### src/rtl/lcd_sync_pkg.sv
package lcd_sync_pkg;

  // strobes the control side hands to the datapath each source cycle
  typedef struct packed {
    logic pixStep;    // last source cycle of the current pixel
    logic lineWrap;   // pixStep on the final pixel of a line
    logic frameWrap;  // lineWrap on the final line of a frame
    logic idle;       // video disabled
  } syncStrobe_t;

  typedef enum logic [2:0] {
    REG_CTRL  = 3'd0,
    REG_POL   = 3'd1,
    REG_HTIME = 3'd2,
    REG_VTIME = 3'd3,
    REG_SIZE  = 3'd4,
    REG_IRQ   = 3'd5
  } regSel_t;

endpackage

### src/rtl/lcd_sync_regs.sv
module lcd_sync_regs
  import lcd_sync_pkg::*;
#(
  parameter int ADDR_W  = 3,
  parameter int DATA_W  = 32,
  parameter int PORCH_W = 8,
  parameter int SIZE_W  = 11,
  parameter int DIV_W   = 8
) (
  input  logic               clk,
  input  logic               rstN,
  input  logic               regWe,
  input  logic [ADDR_W-1:0]  regAddr,
  input  logic [DATA_W-1:0]  regWdata,
  input  logic               frameMark,
  output logic               videoEn,
  output logic               irqEn,
  output logic [DIV_W-1:0]   divM1,
  output logic [3:0]         polInv,
  output logic [PORCH_W-1:0] hSyncM1,
  output logic [PORCH_W-1:0] hBackM1,
  output logic [PORCH_W-1:0] hFrontM1,
  output logic [PORCH_W-1:0] vSyncM1,
  output logic [PORCH_W-1:0] vBackM1,
  output logic [PORCH_W-1:0] vFrontM1,
  output logic [SIZE_W-1:0]  widthM1,
  output logic [SIZE_W-1:0]  heightM1,
  output logic               irqOut
);

  localparam int DIV_LSB    = 8;
  localparam int BACK_LSB   = PORCH_W;
  localparam int FRONT_LSB  = 2 * PORCH_W;
  localparam int HEIGHT_LSB = DATA_W / 2;

  logic irqPending;
  logic clearHit;

  assign clearHit = regWe && (regAddr == ADDR_W'(REG_IRQ)) && regWdata[0];

  always_ff @(posedge clk) begin
    if (!rstN) begin
      videoEn  <= 1'b0;
      irqEn    <= 1'b0;
      divM1    <= '0;
      polInv   <= '0;
      hSyncM1  <= '0;
      hBackM1  <= '0;
      hFrontM1 <= '0;
      vSyncM1  <= '0;
      vBackM1  <= '0;
      vFrontM1 <= '0;
      widthM1  <= '0;
      heightM1 <= '0;
    end else if (regWe) begin
      if (regAddr == ADDR_W'(REG_CTRL)) begin
        videoEn <= regWdata[0];
        irqEn   <= regWdata[1];
        divM1   <= regWdata[DIV_LSB +: DIV_W];
      end
      if (regAddr == ADDR_W'(REG_POL)) begin
        polInv <= regWdata[3:0];
      end
      if (regAddr == ADDR_W'(REG_HTIME)) begin
        hSyncM1  <= regWdata[0 +: PORCH_W];
        hBackM1  <= regWdata[BACK_LSB +: PORCH_W];
        hFrontM1 <= regWdata[FRONT_LSB +: PORCH_W];
      end
      if (regAddr == ADDR_W'(REG_VTIME)) begin
        vSyncM1  <= regWdata[0 +: PORCH_W];
        vBackM1  <= regWdata[BACK_LSB +: PORCH_W];
        vFrontM1 <= regWdata[FRONT_LSB +: PORCH_W];
      end
      if (regAddr == ADDR_W'(REG_SIZE)) begin
        widthM1  <= regWdata[0 +: SIZE_W];
        heightM1 <= regWdata[HEIGHT_LSB +: SIZE_W];
      end
    end
  end

  // a new frame event outranks a simultaneous clear
  always_ff @(posedge clk) begin
    if (!rstN) begin
      irqPending <= 1'b0;
    end else if (irqEn && frameMark) begin
      irqPending <= 1'b1;
    end else if (clearHit) begin
      irqPending <= 1'b0;
    end
  end

  assign irqOut = irqPending;

  assert_w1c_clear_R8 : assert property (@(posedge clk) disable iff (!rstN)
    (clearHit && !frameMark) |=> !irqPending);

  assert_no_irq_when_masked_R9 : assert property (@(posedge clk) disable iff (!rstN)
    (!irqEn && !irqPending) |=> !irqPending);

endmodule

### src/rtl/lcd_sync_axis.sv
module lcd_sync_axis #(
  parameter int PORCH_W = 8,
  parameter int SIZE_W  = 11,
  parameter int CNT_W   = SIZE_W + 2
) (
  input  logic [CNT_W-1:0]   cnt,
  input  logic [PORCH_W-1:0] syncM1,
  input  logic [PORCH_W-1:0] backM1,
  input  logic [SIZE_W-1:0]  sizeM1,
  output logic               inSync,
  output logic               inActive
);

  logic [CNT_W-1:0] syncEnd;
  logic [CNT_W-1:0] actStart;
  logic [CNT_W-1:0] actEnd;

  always_comb begin
    syncEnd  = CNT_W'(syncM1) + CNT_W'(1);
    actStart = CNT_W'(syncM1) + CNT_W'(backM1) + CNT_W'(2);
    actEnd   = actStart + CNT_W'(sizeM1) + CNT_W'(1);
    inSync   = (cnt < syncEnd);
    inActive = (cnt >= actStart) && (cnt < actEnd);
  end

endmodule

### src/rtl/lcd_sync_ctrl.sv
module lcd_sync_ctrl
  import lcd_sync_pkg::*;
#(
  parameter int PORCH_W = 8,
  parameter int SIZE_W  = 11,
  parameter int DIV_W   = 8,
  parameter int CNT_W   = SIZE_W + 2
) (
  input  logic               clk,
  input  logic               rstN,
  input  logic               videoEn,
  input  logic [DIV_W-1:0]   divM1,
  input  logic [PORCH_W-1:0] hSyncM1,
  input  logic [PORCH_W-1:0] hBackM1,
  input  logic [PORCH_W-1:0] hFrontM1,
  input  logic [PORCH_W-1:0] vSyncM1,
  input  logic [PORCH_W-1:0] vBackM1,
  input  logic [PORCH_W-1:0] vFrontM1,
  input  logic [SIZE_W-1:0]  widthM1,
  input  logic [SIZE_W-1:0]  heightM1,
  output syncStrobe_t        strobe,
  output logic [CNT_W-1:0]   hCnt,
  output logic [CNT_W-1:0]   vCnt
);

  logic [DIV_W-1:0] divCnt;
  logic             bypass;
  logic [CNT_W-1:0] hTotalM1;
  logic [CNT_W-1:0] vTotalM1;

  // four spans, each stored minus one: total minus one is the sum plus three
  always_comb begin
    hTotalM1 = CNT_W'(hSyncM1) + CNT_W'(hBackM1) + CNT_W'(widthM1)
             + CNT_W'(hFrontM1) + CNT_W'(3);
    vTotalM1 = CNT_W'(vSyncM1) + CNT_W'(vBackM1) + CNT_W'(heightM1)
             + CNT_W'(vFrontM1) + CNT_W'(3);
  end

  assign bypass = (divM1 == '0);

  always_comb begin
    strobe.idle      = !videoEn;
    strobe.pixStep   = videoEn && (bypass || (divCnt >= divM1));
    strobe.lineWrap  = strobe.pixStep && (hCnt >= hTotalM1);
    strobe.frameWrap = strobe.lineWrap && (vCnt >= vTotalM1);
  end

  always_ff @(posedge clk) begin
    if (!rstN || !videoEn) begin
      divCnt <= '0;
    end else if (strobe.pixStep) begin
      divCnt <= '0;
    end else begin
      divCnt <= divCnt + DIV_W'(1);
    end
  end

  always_ff @(posedge clk) begin
    if (!rstN || !videoEn) begin
      hCnt <= '0;
      vCnt <= '0;
    end else if (strobe.pixStep) begin
      if (strobe.lineWrap) begin
        hCnt <= '0;
        vCnt <= strobe.frameWrap ? '0 : vCnt + CNT_W'(1);
      end else begin
        hCnt <= hCnt + CNT_W'(1);
      end
    end
  end

  assert_pixel_gap_R5 : assert property (@(posedge clk) disable iff (!rstN)
    (strobe.pixStep && divM1 != '0) |=> (!strobe.pixStep || !$stable(divM1)));

  assert_idle_origin_R10 : assert property (@(posedge clk) disable iff (!rstN)
    !videoEn |=> (hCnt == '0 && vCnt == '0));

  assert_hold_between_steps_R11 : assert property (@(posedge clk) disable iff (!rstN)
    (videoEn && !strobe.pixStep) |=> ($stable(hCnt) && $stable(vCnt)));

endmodule

### src/rtl/lcd_sync_dpath.sv
module lcd_sync_dpath
  import lcd_sync_pkg::*;
#(
  parameter int PORCH_W = 8,
  parameter int SIZE_W  = 11,
  parameter int CNT_W   = SIZE_W + 2
) (
  input  logic               clk,
  input  logic               rstN,
  input  syncStrobe_t        strobe,
  input  logic [CNT_W-1:0]   hCnt,
  input  logic [CNT_W-1:0]   vCnt,
  input  logic [3:0]         polInv,
  input  logic [PORCH_W-1:0] hSyncM1,
  input  logic [PORCH_W-1:0] hBackM1,
  input  logic [PORCH_W-1:0] vSyncM1,
  input  logic [PORCH_W-1:0] vBackM1,
  input  logic [SIZE_W-1:0]  widthM1,
  input  logic [SIZE_W-1:0]  heightM1,
  output logic               hSyncOut,
  output logic               vSyncOut,
  output logic               dataEnOut,
  output logic               pixClkEnOut,
  output logic [CNT_W-1:0]   xPos,
  output logic [CNT_W-1:0]   yPos,
  output logic               frameMark
);

  localparam int AXES = 2;

  logic [AXES-1:0] inSync;
  logic [AXES-1:0] inActive;
  logic [CNT_W-1:0]   axCnt  [AXES];
  logic [PORCH_W-1:0] axSync [AXES];
  logic [PORCH_W-1:0] axBack [AXES];
  logic [SIZE_W-1:0]  axSize [AXES];

  // axis 0 is horizontal, axis 1 vertical
  assign axCnt[0]  = hCnt;
  assign axCnt[1]  = vCnt;
  assign axSync[0] = hSyncM1;
  assign axSync[1] = vSyncM1;
  assign axBack[0] = hBackM1;
  assign axBack[1] = vBackM1;
  assign axSize[0] = widthM1;
  assign axSize[1] = heightM1;

  for (genvar a = 0; a < AXES; a++) begin : g_axis
    lcd_sync_axis #(
      .PORCH_W(PORCH_W),
      .SIZE_W (SIZE_W),
      .CNT_W  (CNT_W)
    ) u_axis (
      .cnt     (axCnt[a]),
      .syncM1  (axSync[a]),
      .backM1  (axBack[a]),
      .sizeM1  (axSize[a]),
      .inSync  (inSync[a]),
      .inActive(inActive[a])
    );
  end

  logic dataEnRaw;
  assign dataEnRaw = inActive[0] && inActive[1];

  always_ff @(posedge clk) begin
    if (!rstN) begin
      hSyncOut    <= 1'b0;
      vSyncOut    <= 1'b0;
      dataEnOut   <= 1'b0;
      pixClkEnOut <= 1'b0;
      xPos        <= '0;
      yPos        <= '0;
      frameMark   <= 1'b0;
    end else if (strobe.idle) begin
      hSyncOut    <= polInv[0];
      vSyncOut    <= polInv[1];
      dataEnOut   <= polInv[2];
      pixClkEnOut <= polInv[3];
      xPos        <= '0;
      yPos        <= '0;
      frameMark   <= 1'b0;
    end else begin
      hSyncOut    <= inSync[0] ^ polInv[0];
      vSyncOut    <= inSync[1] ^ polInv[1];
      dataEnOut   <= dataEnRaw ^ polInv[2];
      pixClkEnOut <= strobe.pixStep ^ polInv[3];
      xPos        <= hCnt;
      yPos        <= vCnt;
      frameMark   <= strobe.frameWrap;
    end
  end

  assert_de_outside_sync_R4 : assert property (@(posedge clk) disable iff (!rstN)
    (!strobe.idle && dataEnRaw) |-> (!inSync[0] && !inSync[1]));

  assert_idle_levels_R10 : assert property (@(posedge clk) disable iff (!rstN)
    strobe.idle |=> (pixClkEnOut == $past(polInv[3]) && xPos == '0 && yPos == '0));

endmodule

### src/rtl/lcd_sync_gen.sv
module lcd_sync_gen
  import lcd_sync_pkg::*;
#(
  parameter  int ADDR_W  = 3,
  parameter  int DATA_W  = 32,
  parameter  int PORCH_W = 8,
  parameter  int SIZE_W  = 11,
  parameter  int DIV_W   = 8,
  localparam int CNT_W   = SIZE_W + 2
) (
  input  logic              clk,
  input  logic              rstN,
  input  logic              regWe,
  input  logic [ADDR_W-1:0] regAddr,
  input  logic [DATA_W-1:0] regWdata,
  output logic              hSyncOut,
  output logic              vSyncOut,
  output logic              dataEnOut,
  output logic              pixClkEnOut,
  output logic [CNT_W-1:0]  xPos,
  output logic [CNT_W-1:0]  yPos,
  output logic              irqOut
);

  logic               videoEn;
  logic               irqEn;
  logic [DIV_W-1:0]   divM1;
  logic [3:0]         polInv;
  logic [PORCH_W-1:0] hSyncM1, hBackM1, hFrontM1;
  logic [PORCH_W-1:0] vSyncM1, vBackM1, vFrontM1;
  logic [SIZE_W-1:0]  widthM1, heightM1;
  logic               frameMark;
  syncStrobe_t        strobe;
  logic [CNT_W-1:0]   hCnt, vCnt;

  lcd_sync_regs #(
    .ADDR_W (ADDR_W),
    .DATA_W (DATA_W),
    .PORCH_W(PORCH_W),
    .SIZE_W (SIZE_W),
    .DIV_W  (DIV_W)
  ) u_regs (
    .clk      (clk),
    .rstN     (rstN),
    .regWe    (regWe),
    .regAddr  (regAddr),
    .regWdata (regWdata),
    .frameMark(frameMark),
    .videoEn  (videoEn),
    .irqEn    (irqEn),
    .divM1    (divM1),
    .polInv   (polInv),
    .hSyncM1  (hSyncM1),
    .hBackM1  (hBackM1),
    .hFrontM1 (hFrontM1),
    .vSyncM1  (vSyncM1),
    .vBackM1  (vBackM1),
    .vFrontM1 (vFrontM1),
    .widthM1  (widthM1),
    .heightM1 (heightM1),
    .irqOut   (irqOut)
  );

  lcd_sync_ctrl #(
    .PORCH_W(PORCH_W),
    .SIZE_W (SIZE_W),
    .DIV_W  (DIV_W),
    .CNT_W  (CNT_W)
  ) u_ctrl (
    .clk     (clk),
    .rstN    (rstN),
    .videoEn (videoEn),
    .divM1   (divM1),
    .hSyncM1 (hSyncM1),
    .hBackM1 (hBackM1),
    .hFrontM1(hFrontM1),
    .vSyncM1 (vSyncM1),
    .vBackM1 (vBackM1),
    .vFrontM1(vFrontM1),
    .widthM1 (widthM1),
    .heightM1(heightM1),
    .strobe  (strobe),
    .hCnt    (hCnt),
    .vCnt    (vCnt)
  );

  lcd_sync_dpath #(
    .PORCH_W(PORCH_W),
    .SIZE_W (SIZE_W),
    .CNT_W  (CNT_W)
  ) u_dpath (
    .clk        (clk),
    .rstN       (rstN),
    .strobe     (strobe),
    .hCnt       (hCnt),
    .vCnt       (vCnt),
    .polInv     (polInv),
    .hSyncM1    (hSyncM1),
    .hBackM1    (hBackM1),
    .vSyncM1    (vSyncM1),
    .vBackM1    (vBackM1),
    .widthM1    (widthM1),
    .heightM1   (heightM1),
    .hSyncOut   (hSyncOut),
    .vSyncOut   (vSyncOut),
    .dataEnOut  (dataEnOut),
    .pixClkEnOut(pixClkEnOut),
    .xPos       (xPos),
    .yPos       (yPos),
    .frameMark  (frameMark)
  );

endmodule

### config.mk
export PLATFORM = sky130hd
export DESIGN_NAME = lcd_sync_gen
export DESIGN_NICKNAME = d
export VERILOG_FILES = /design/src/rtl/lcd_sync_pkg.sv /design/src/rtl/lcd_sync_regs.sv /design/src/rtl/lcd_sync_axis.sv /design/src/rtl/lcd_sync_ctrl.sv /design/src/rtl/lcd_sync_dpath.sv /design/src/rtl/lcd_sync_gen.sv
export SDC_FILE = /design/constraint.sdc
export NUM_CORES = 1
export LEC_CHECK = 0
export CORE_ASPECT_RATIO = 0.6
export CORE_MARGIN = 8
export CORE_UTILIZATION = 55
export CTS_CLUSTER_DIAMETER = 150
export DETAILED_ROUTE_END_ITERATION = 8
export PLACE_DENSITY_LB_ADDON = 0.25
export SLEW_MARGIN = 20
export SYNTH_ARGS = -nofsm -noshare
export SYNTH_HDL_FRONTEND = slang
export SYNTH_SLANG_ARGS = --single-unit
### constraint.sdc
create_clock -name clk -period 6.3 [get_ports clk]
set_clock_uncertainty 0.1 [all_clocks]
set_input_delay 1.89 -clock clk [delete_from_list [all_inputs] [get_ports clk]]
set_output_delay 1.89 -clock clk [all_outputs]
set_load 0.005 [all_outputs]
Word level (Yosys, flattened, before mapping)
Cells that the tools add are included.
- input bits: 38
- word-level logic and storage cells: 92
- register bits after elaboration: 150
- output and inout port bits: 31
- bitwise operators: 4
- eq/ne operators: 5
- $lt $le $gt $ge: 9
- multiplexer cells: 8
- $add $sub $neg: 19
- reductions and logical operators: 24
- operators with widths (cell ; count):
    $lt A13 B13 Y1 ; 4
    $add A12 B1 Y13 const B ; 2
    $add A13 B1 Y13 const B ; 2
    $add A13 B11 Y13 ; 2
    $add A13 B2 Y13 const B ; 2
    $add A13 B8 Y13 ; 2
    $ge A13 B10 Y1 ; 2
    $ge A13 B13 Y1 ; 2
    $mux W13 ; 2
    $add A10 B11 Y12 ; 2
    $add A9 B2 Y10 const B ; 2
    $add A8 B1 Y9 const B ; 2
    $add A8 B8 Y9 ; 2
    $reduce_and A2 Y1 ; 7
    $logic_and A1 B1 Y1 ; 9
    $add A8 B1 Y8 const B ; 1
    $ge A8 B8 Y1 ; 1
    $logic_not A8 Y1 ; 1
    $eq A3 B2 Y1 const B ; 2
    $eq A3 B3 Y1 const B ; 2
    $mux W1 ; 6
    $xor A1 B1 Y1 ; 4
    $eq A3 B1 Y1 const B ; 1
    $logic_not A3 Y1 ; 1
    4 further kinds ; 6

Longest topological paths before layout
- word-level depth: 9
- gate-level depth with buffers: 26
- gate-level depth less buffers: 24

Hierarchy
From an unflattened synthesis, not the netlist that was laid out.
- cell total of the unflattened synthesis: 1353
- area, all modules: 11940.2 um2
- modules (own cells, without submodules) (module ; cells each ; times used ; area an instance (um2) ; sequential area each (um2)):
    lcd_sync_ctrl ; 492 ; 1 ; 4092.7 ; 680.7
    lcd_sync_regs ; 313 ; 1 ; 3156.8 ; 1701.6
    lcd_sync_axis at u_dpath.g_axis[0].u_axis ; 250 ; 1 ; 1963.1 ; 0.0
    lcd_sync_axis at u_dpath.g_axis[1].u_axis ; 224 ; 1 ; 1828.0 ; 0.0
    lcd_sync_dpath ; 74 ; 1 ; 899.6 ; 620.6

Worst setup path after synthesis
OpenSTA, ideal clock, no wires.
- path type: register to register
- start: register u_regs.hSyncM1[0]
- end: register u_ctrl.hCnt[10]
- stages on the path, launching flop included: 27
- period minus slack after synthesis: 5.625 ns
- setup time: 0.065 ns
- setup slack: 0.675 ns
- path buffers: 2
- data arrival time: 5.460 ns
- data required time: 6.135 ns
- cells stage by stage: dfxtp_1 ha_1 inv_1 fa_1 nor2b_1 o21ai_0 a21boi_0 o32a_1 nand2_1 fa_1 inv_1 ha_1 ha_1 or2_2 a21oi_1 o31ai_1 a21oi_1 xor2_1 ha_1 a21o_1 a211oi_1 o31a_1 buf_2 nor2_1 or2_2 clkbuf_1 nor2_1
- longest elaborated chain between the ends: 7
- RTL lines (what ; line ; text):
    from (decl) ; lcd_sync_regs.sv:20 ; output logic [PORCH_W-1:0] hSyncM1,
    from (signal assigned) ; lcd_sync_regs.sv:65 ; hSyncM1 <= regWdata[0 +: PORCH_W];
    $add A8 B8 Y9 ; lcd_sync_ctrl.sv:33 ; hTotalM1 = CNT_W'(hSyncM1) + CNT_W'(hBackM1) + CNT_W'(widthM1)
    $add A13 B11 Y13 ; lcd_sync_ctrl.sv:33 ;
    $add A13 B8 Y13 ; lcd_sync_ctrl.sv:34 ; + CNT_W'(hFrontM1) + CNT_W'(3);
    $add A13 B2 Y13 ; lcd_sync_ctrl.sv:34 ;
    $ge A13 B13 Y1 ; lcd_sync_ctrl.sv:44 ; strobe.lineWrap = strobe.pixStep && (hCnt >= hTotalM1);
    $logic_and A1 B1 Y1 ; lcd_sync_ctrl.sv:44 ;
    $mux W13 ; lcd_sync_ctrl.sv:63 ; if (strobe.lineWrap) begin
    to (signal assigned) ; lcd_sync_ctrl.sv:67 ; hCnt <= hCnt + CNT_W'(1);
    to (decl) ; lcd_sync_ctrl.sv:22 ; output logic [CNT_W-1:0] hCnt,
Every way passes these cells.
A chain may end at the register's enable or synchronous reset.

Worst setup path after layout
- start: register u_regs.vSyncM1[0]
- end: register u_dpath.dataEnOut
- longest elaborated chain between the ends: 9
- elaborated cells on any way between the ends: 10
- classes of those cells: add/sub (4); order compare (2); mux (1); bitwise (1); reduce/logical (2)
- RTL lines (what ; line ; text):
    from (decl) ; lcd_sync_regs.sv:23 ; output logic [PORCH_W-1:0] vSyncM1,
    from (signal assigned) ; lcd_sync_regs.sv:70 ; vSyncM1 <= regWdata[0 +: PORCH_W];
    $add A8 B8 Y9 * ; lcd_sync_axis.sv:20 ; actStart = CNT_W'(syncM1) + CNT_W'(backM1) + CNT_W'(2);
    $add A9 B2 Y10 * ; lcd_sync_axis.sv:20 ;
    $add A10 B11 Y12 ; lcd_sync_axis.sv:21 ; actEnd = actStart + CNT_W'(sizeM1) + CNT_W'(1);
    $add A12 B1 Y13 ; lcd_sync_axis.sv:21 ;
    $lt A13 B13 Y1 ; lcd_sync_axis.sv:23 ; inActive = (cnt >= actStart) && (cnt < actEnd);
    $logic_and A1 B1 Y1 * ; lcd_sync_axis.sv:23 ;
    $logic_and A1 B1 Y1 * ; lcd_sync_dpath.sv:64 ; assign dataEnRaw = inActive[0] && inActive[1];
    $xor A1 B1 Y1 * ; lcd_sync_dpath.sv:86 ; dataEnOut <= dataEnRaw ^ polInv[2];
    $mux W1 * ; lcd_sync_dpath.sv:75 ; end else if (strobe.idle) begin
    to (signal assigned) ; lcd_sync_dpath.sv:78 ; dataEnOut <= polInv[2];
    to (signal assigned) ; lcd_sync_dpath.sv:86 ;
    to (decl) ; lcd_sync_dpath.sv:22 ; output logic dataEnOut,
Mark *: on every way between the ends. The rest lies on a longest branch, timed or not.

==> impl_metrics.py <==
metrics = {
    "clock_tree": {
        "clock-sinks": 150,
        "cts_tree": "done",
        "cts_buffers": 17,
        "cts_setup_buffers": 0,
        "htree_levels": 4,
        "clock_latency_ps": 420,
        "cts_max_path_buffers": 2,
        "clkTransAtPathRegs_ps": 60,
        "clockRootBuffer": "clkbuf_16",
    },
    "finish": {
        "area_growth_syn_to_layout_pct": 14.6,
        "n_antenna_cell": 0,
        "nets": 1579,
        "drive_gt1_share_pct": 4.81,
        "utilization_pct": 64.9,
        "fin_area_um2": 12400,
    },
    "detailed_routing": {
        "via_per_inst": 5.57,
        "via_count": 9016,
        "drt_iter0_markers": 677,
        "wl_mm": 28.9,
        "ant_nets": 0,
        "post_drt_wl_per_cell_um": 17.9,
        "drc": 0,
        "dr.pass1.iters": 6,
    },
    "synthesis": {
        "yosys.area.top_type": "dfxtp_1",
        "synth_top_area_share_pct": 27.7,
        "ys_seq_elements": 150,
        "synth.avg_cell_area_um2": 8.47,
        "synth_warnings": 0,
        "syn_nets": 1521,
        "ys_seq_area_share_pct": 27.7,
        "async_reset_ff_share_pct": 0,
        "synth.area.top_cells": "dfxtp_1 (28%), ha_1 (21%), nand2_1 (7.3%)",
        "netlist_area_um2": 10900,
        "ys.flop_type": "dfxtp_1",
        "synth_enable_flop_cells": 0,
        "synthDistinctLibCells": 57,
        "synth.most_common_cell": "nand2_1",
        "synth_common_cells": "nand2_1 (211), ha_1 (181), dfxtp_1 (150), inv_1 (87), a21boi_0 (85)",
        "postSynthCellCount": 1282,
    },
    "critical_path": {
        "slowest_stage": "or4_1",
        "worstSetupPathType": "register to register",
        "worst_setup_path_end_kind": "register",
        "critical_path.top_delay_family": "simple AND/OR/NAND/NOR gates",
        "worstPathCellList": "ha_1, inv_1, fa_1, nor2b_1, o21ai_0, a21oi_1, and2_1, nand2_1, nor3_2, xor2_1, ha_1, nor3_1, o21ai_0, a31o_2, a21oi_1, xor2_1, ha_1, a21o_1, nand2_1, nand4b_1, or4_1, a211oi_1, mux2i_1",
        "worst_ep_required_time_ps": 6520,
        "crit_path_max_incr_delay_ps": 550,
        "worst-path-buf-inv": 1,
        "worstPathArrival_ps": 6200,
        "worstPathMaxFanout": 6,
        "cp-start-kind": "register",
        "crit_top_cell": "ha_1",
    },
    "run": {
        "cap_violations": 0,
    },
    "global_routing": {
        "grt_max_degree": 115,
        "grt_usage_pct": 23.4,
        "grt_antenna_before_repair": 0,
        "grt_pass1_vias": 8853,
        "grt_overflow": 0,
        "grt_pass1_wl_mm": 46.1,
    },
    "die": {
        "io_pins": 69,
        "rows": 39,
        "fp.dieArea_um2": 24600,
        "initial_utilization_pct": 56.6,
        "core_region_area_um2": 19200,
        "fp.dieW_um": 197,
        "die-height_um": 125,
    },
    "power": {
        "vdd_drop_max_mv": 0.193,
        "leakage_nw": 5.38,
        "intPower_mw": 1.78,
        "clockPowerShare_pct": 48.1,
        "power.switching_uw": 535,
        "swShare_pct": 23.1,
        "seq_power_share_pct": 42.0,
        "p_total_mw": 2.32,
        "p_comb_share_pct": 9.9,
        "p_per_area_nw_per_um2": 186,
    },
    "outcome": {
        "outcome": "finished clean",
    },
    "sta": {
        "finalCriticalPeriod_ps": 5980,
        "finalSetupViolations": 0,
        "tightest_slew_ps": 1130,
        "fin_crit_sh_pct": 94.9,
        "hold_ws_ps": 367,
        "fmax_mhz": 167,
        "maxSlewViolCount": 0,
        "hold_violations": 0,
        "slew_headroom_pct": 24.6,
    },
    "place": {
        "dpl_cell_area_um2": 11800,
        "port_buffers": 63,
        "dp_hpwl_mm": 22.5,
        "place.gp.congestion": 0.928,
    },
    "worst_hold_path": {
        "min_path_type": "register to register",
    },
}
per-layer routing:
metal	wire, um	vias up	GRT usage [%]	share of wire [%]
met5	0	-	0	0
met4	361	0	5.16	1.2
met3	2820	29	7.42	9.7
met2	11000	323	32.4	38
met1	14800	4139	34.4	51
li1	-	4525	-	-
power by group through the flow:
stage / sequential, mW / clock, mW / combinational, mW
after floorplan: 0.990 / 0 / 0.146
after global placement: 0.993 / 0 / 0.218
after detailed placement: 0.993 / 0 / 0.226
after CTS: 0.973 / 1.13 / 0.228
after global routing: 0.974 / 1.17 / 0.258
final: 0.973 / 1.11 / 0.230
layout by cell type (no fill, tap or decap), types with 3 or more instances in the layout:
| master | n |
|---|---|
| and4_1 | 4 |
| o21a_1 | 4 |
| o21bai_1 | 8 |
| a211oi_1 | 11 |
| clkbuf_1 | 4 |
| nor3_1 | 17 |
| nand3_1 | 28 |
| nor3b_1 | 6 |
| xnor2_1 | 57 |
| nor2b_1 | 10 |
| mux2i_1 | 5 |
| nand2b_1 | 11 |
| nand4_1 | 8 |
| a21boi_0 | 84 |
| or3_1 | 5 |
| fa_1 | 20 |
| o31ai_1 | 5 |
| ha_1 | 181 |
| o211ai_1 | 6 |
| a21oi_1 | 58 |
| o21ai_0 | 37 |
| and3_1 | 36 |
| buf_4 | 13 |
| a31o_2 | 4 |
| or2_2 | 6 |
| clkbuf_16 | 17 |
| a21o_1 | 24 |
| xor2_1 | 39 |
| dfxtp_1 | 149 |
| nor2_1 | 71 |
| bufinv_16 | 5 |
| nand4b_1 | 3 |
| and2_1 | 7 |
| a31oi_1 | 3 |
| nor4_1 | 6 |
| nand2_1 | 211 |
| clkdlybuf4s50_1 | 62 |
| inv_1 | 87 |
final timing paths:
path,slack [ps],end,cells after the start,start
hold reg to reg,370,u_regs.vFrontM1[6],2,u_regs.vFrontM1[6]
hold / removal,370,u_regs.vFrontM1[6],2,u_regs.vFrontM1[6]
setup / recovery,320,u_dpath.dataEnOut,23,u_regs.vSyncM1[0]
setup reg to reg,320,u_dpath.dataEnOut,23,u_regs.vSyncM1[0]
sequential cells by signal, summed over array words and instances, names as in the netlist, 4 cells and up:
signal           cells
u_regs.hSyncM1       8
u_regs.divM1         8
u_regs.vFrontM1      8
u_regs.polInv        4
u_ctrl.divCnt        8
u_regs.heightM1     11
u_dpath.xPos        13
u_regs.vSyncM1       8
u_ctrl.hCnt         13
u_ctrl.vCnt         13
u_regs.hFrontM1      8
u_regs.hBackM1       8
u_regs.vBackM1       8
u_dpath.yPos        13
u_regs.widthM1      11
logic make-up after synthesis:
| group | after synthesis | share of synthesized area, % |
|---|---|---|
| and+or+nand+nor | 447 | 19.3 |
| xor gates and xnor gates | 97 | 7.82 |
| adders and majority gates | 201 | 24.5 |
| muxes | 5 | 0.461 |
| DFF | 150 | 27.7 |
| AOI/OAI and AO/OA | 258 | 15.9 |
| buffers and inverters | 124 | 4.31 |
final cells by class:
class | instances | area, um^2
multi-input combinational | 1008 | 7410
fill | 1639 | 6740
sequential | 150 | 3000
timing repair buffer | 76 | 723
clock buffer | 23 | 468
tap | 266 | 333
inverter | 87 | 327
clock inverter | 8 | 171
metrics by stage:
stage                     setup WS (ps)  instances  setup TNS, ps
after floorplan                     675       1282              0
after global placement              254       1587              0
after detailed placement            144       1587              0
after CTS                          73.2       1618              0
after global routing             -0.629       1618         -0.629
final                               324       1618              0
worst min-delay path, stage by stage, from the launching register on:
cell and delay (ps):
dfxtp_1 310, nand2_1 50, a21boi_0 60
timing repair:
item	in CTS	in global routing
hold buffers	0	0
resized for setup	0	8
endpoints found under the setup margin	0	27
Note: power is estimated with default switching activity, not from simulation.
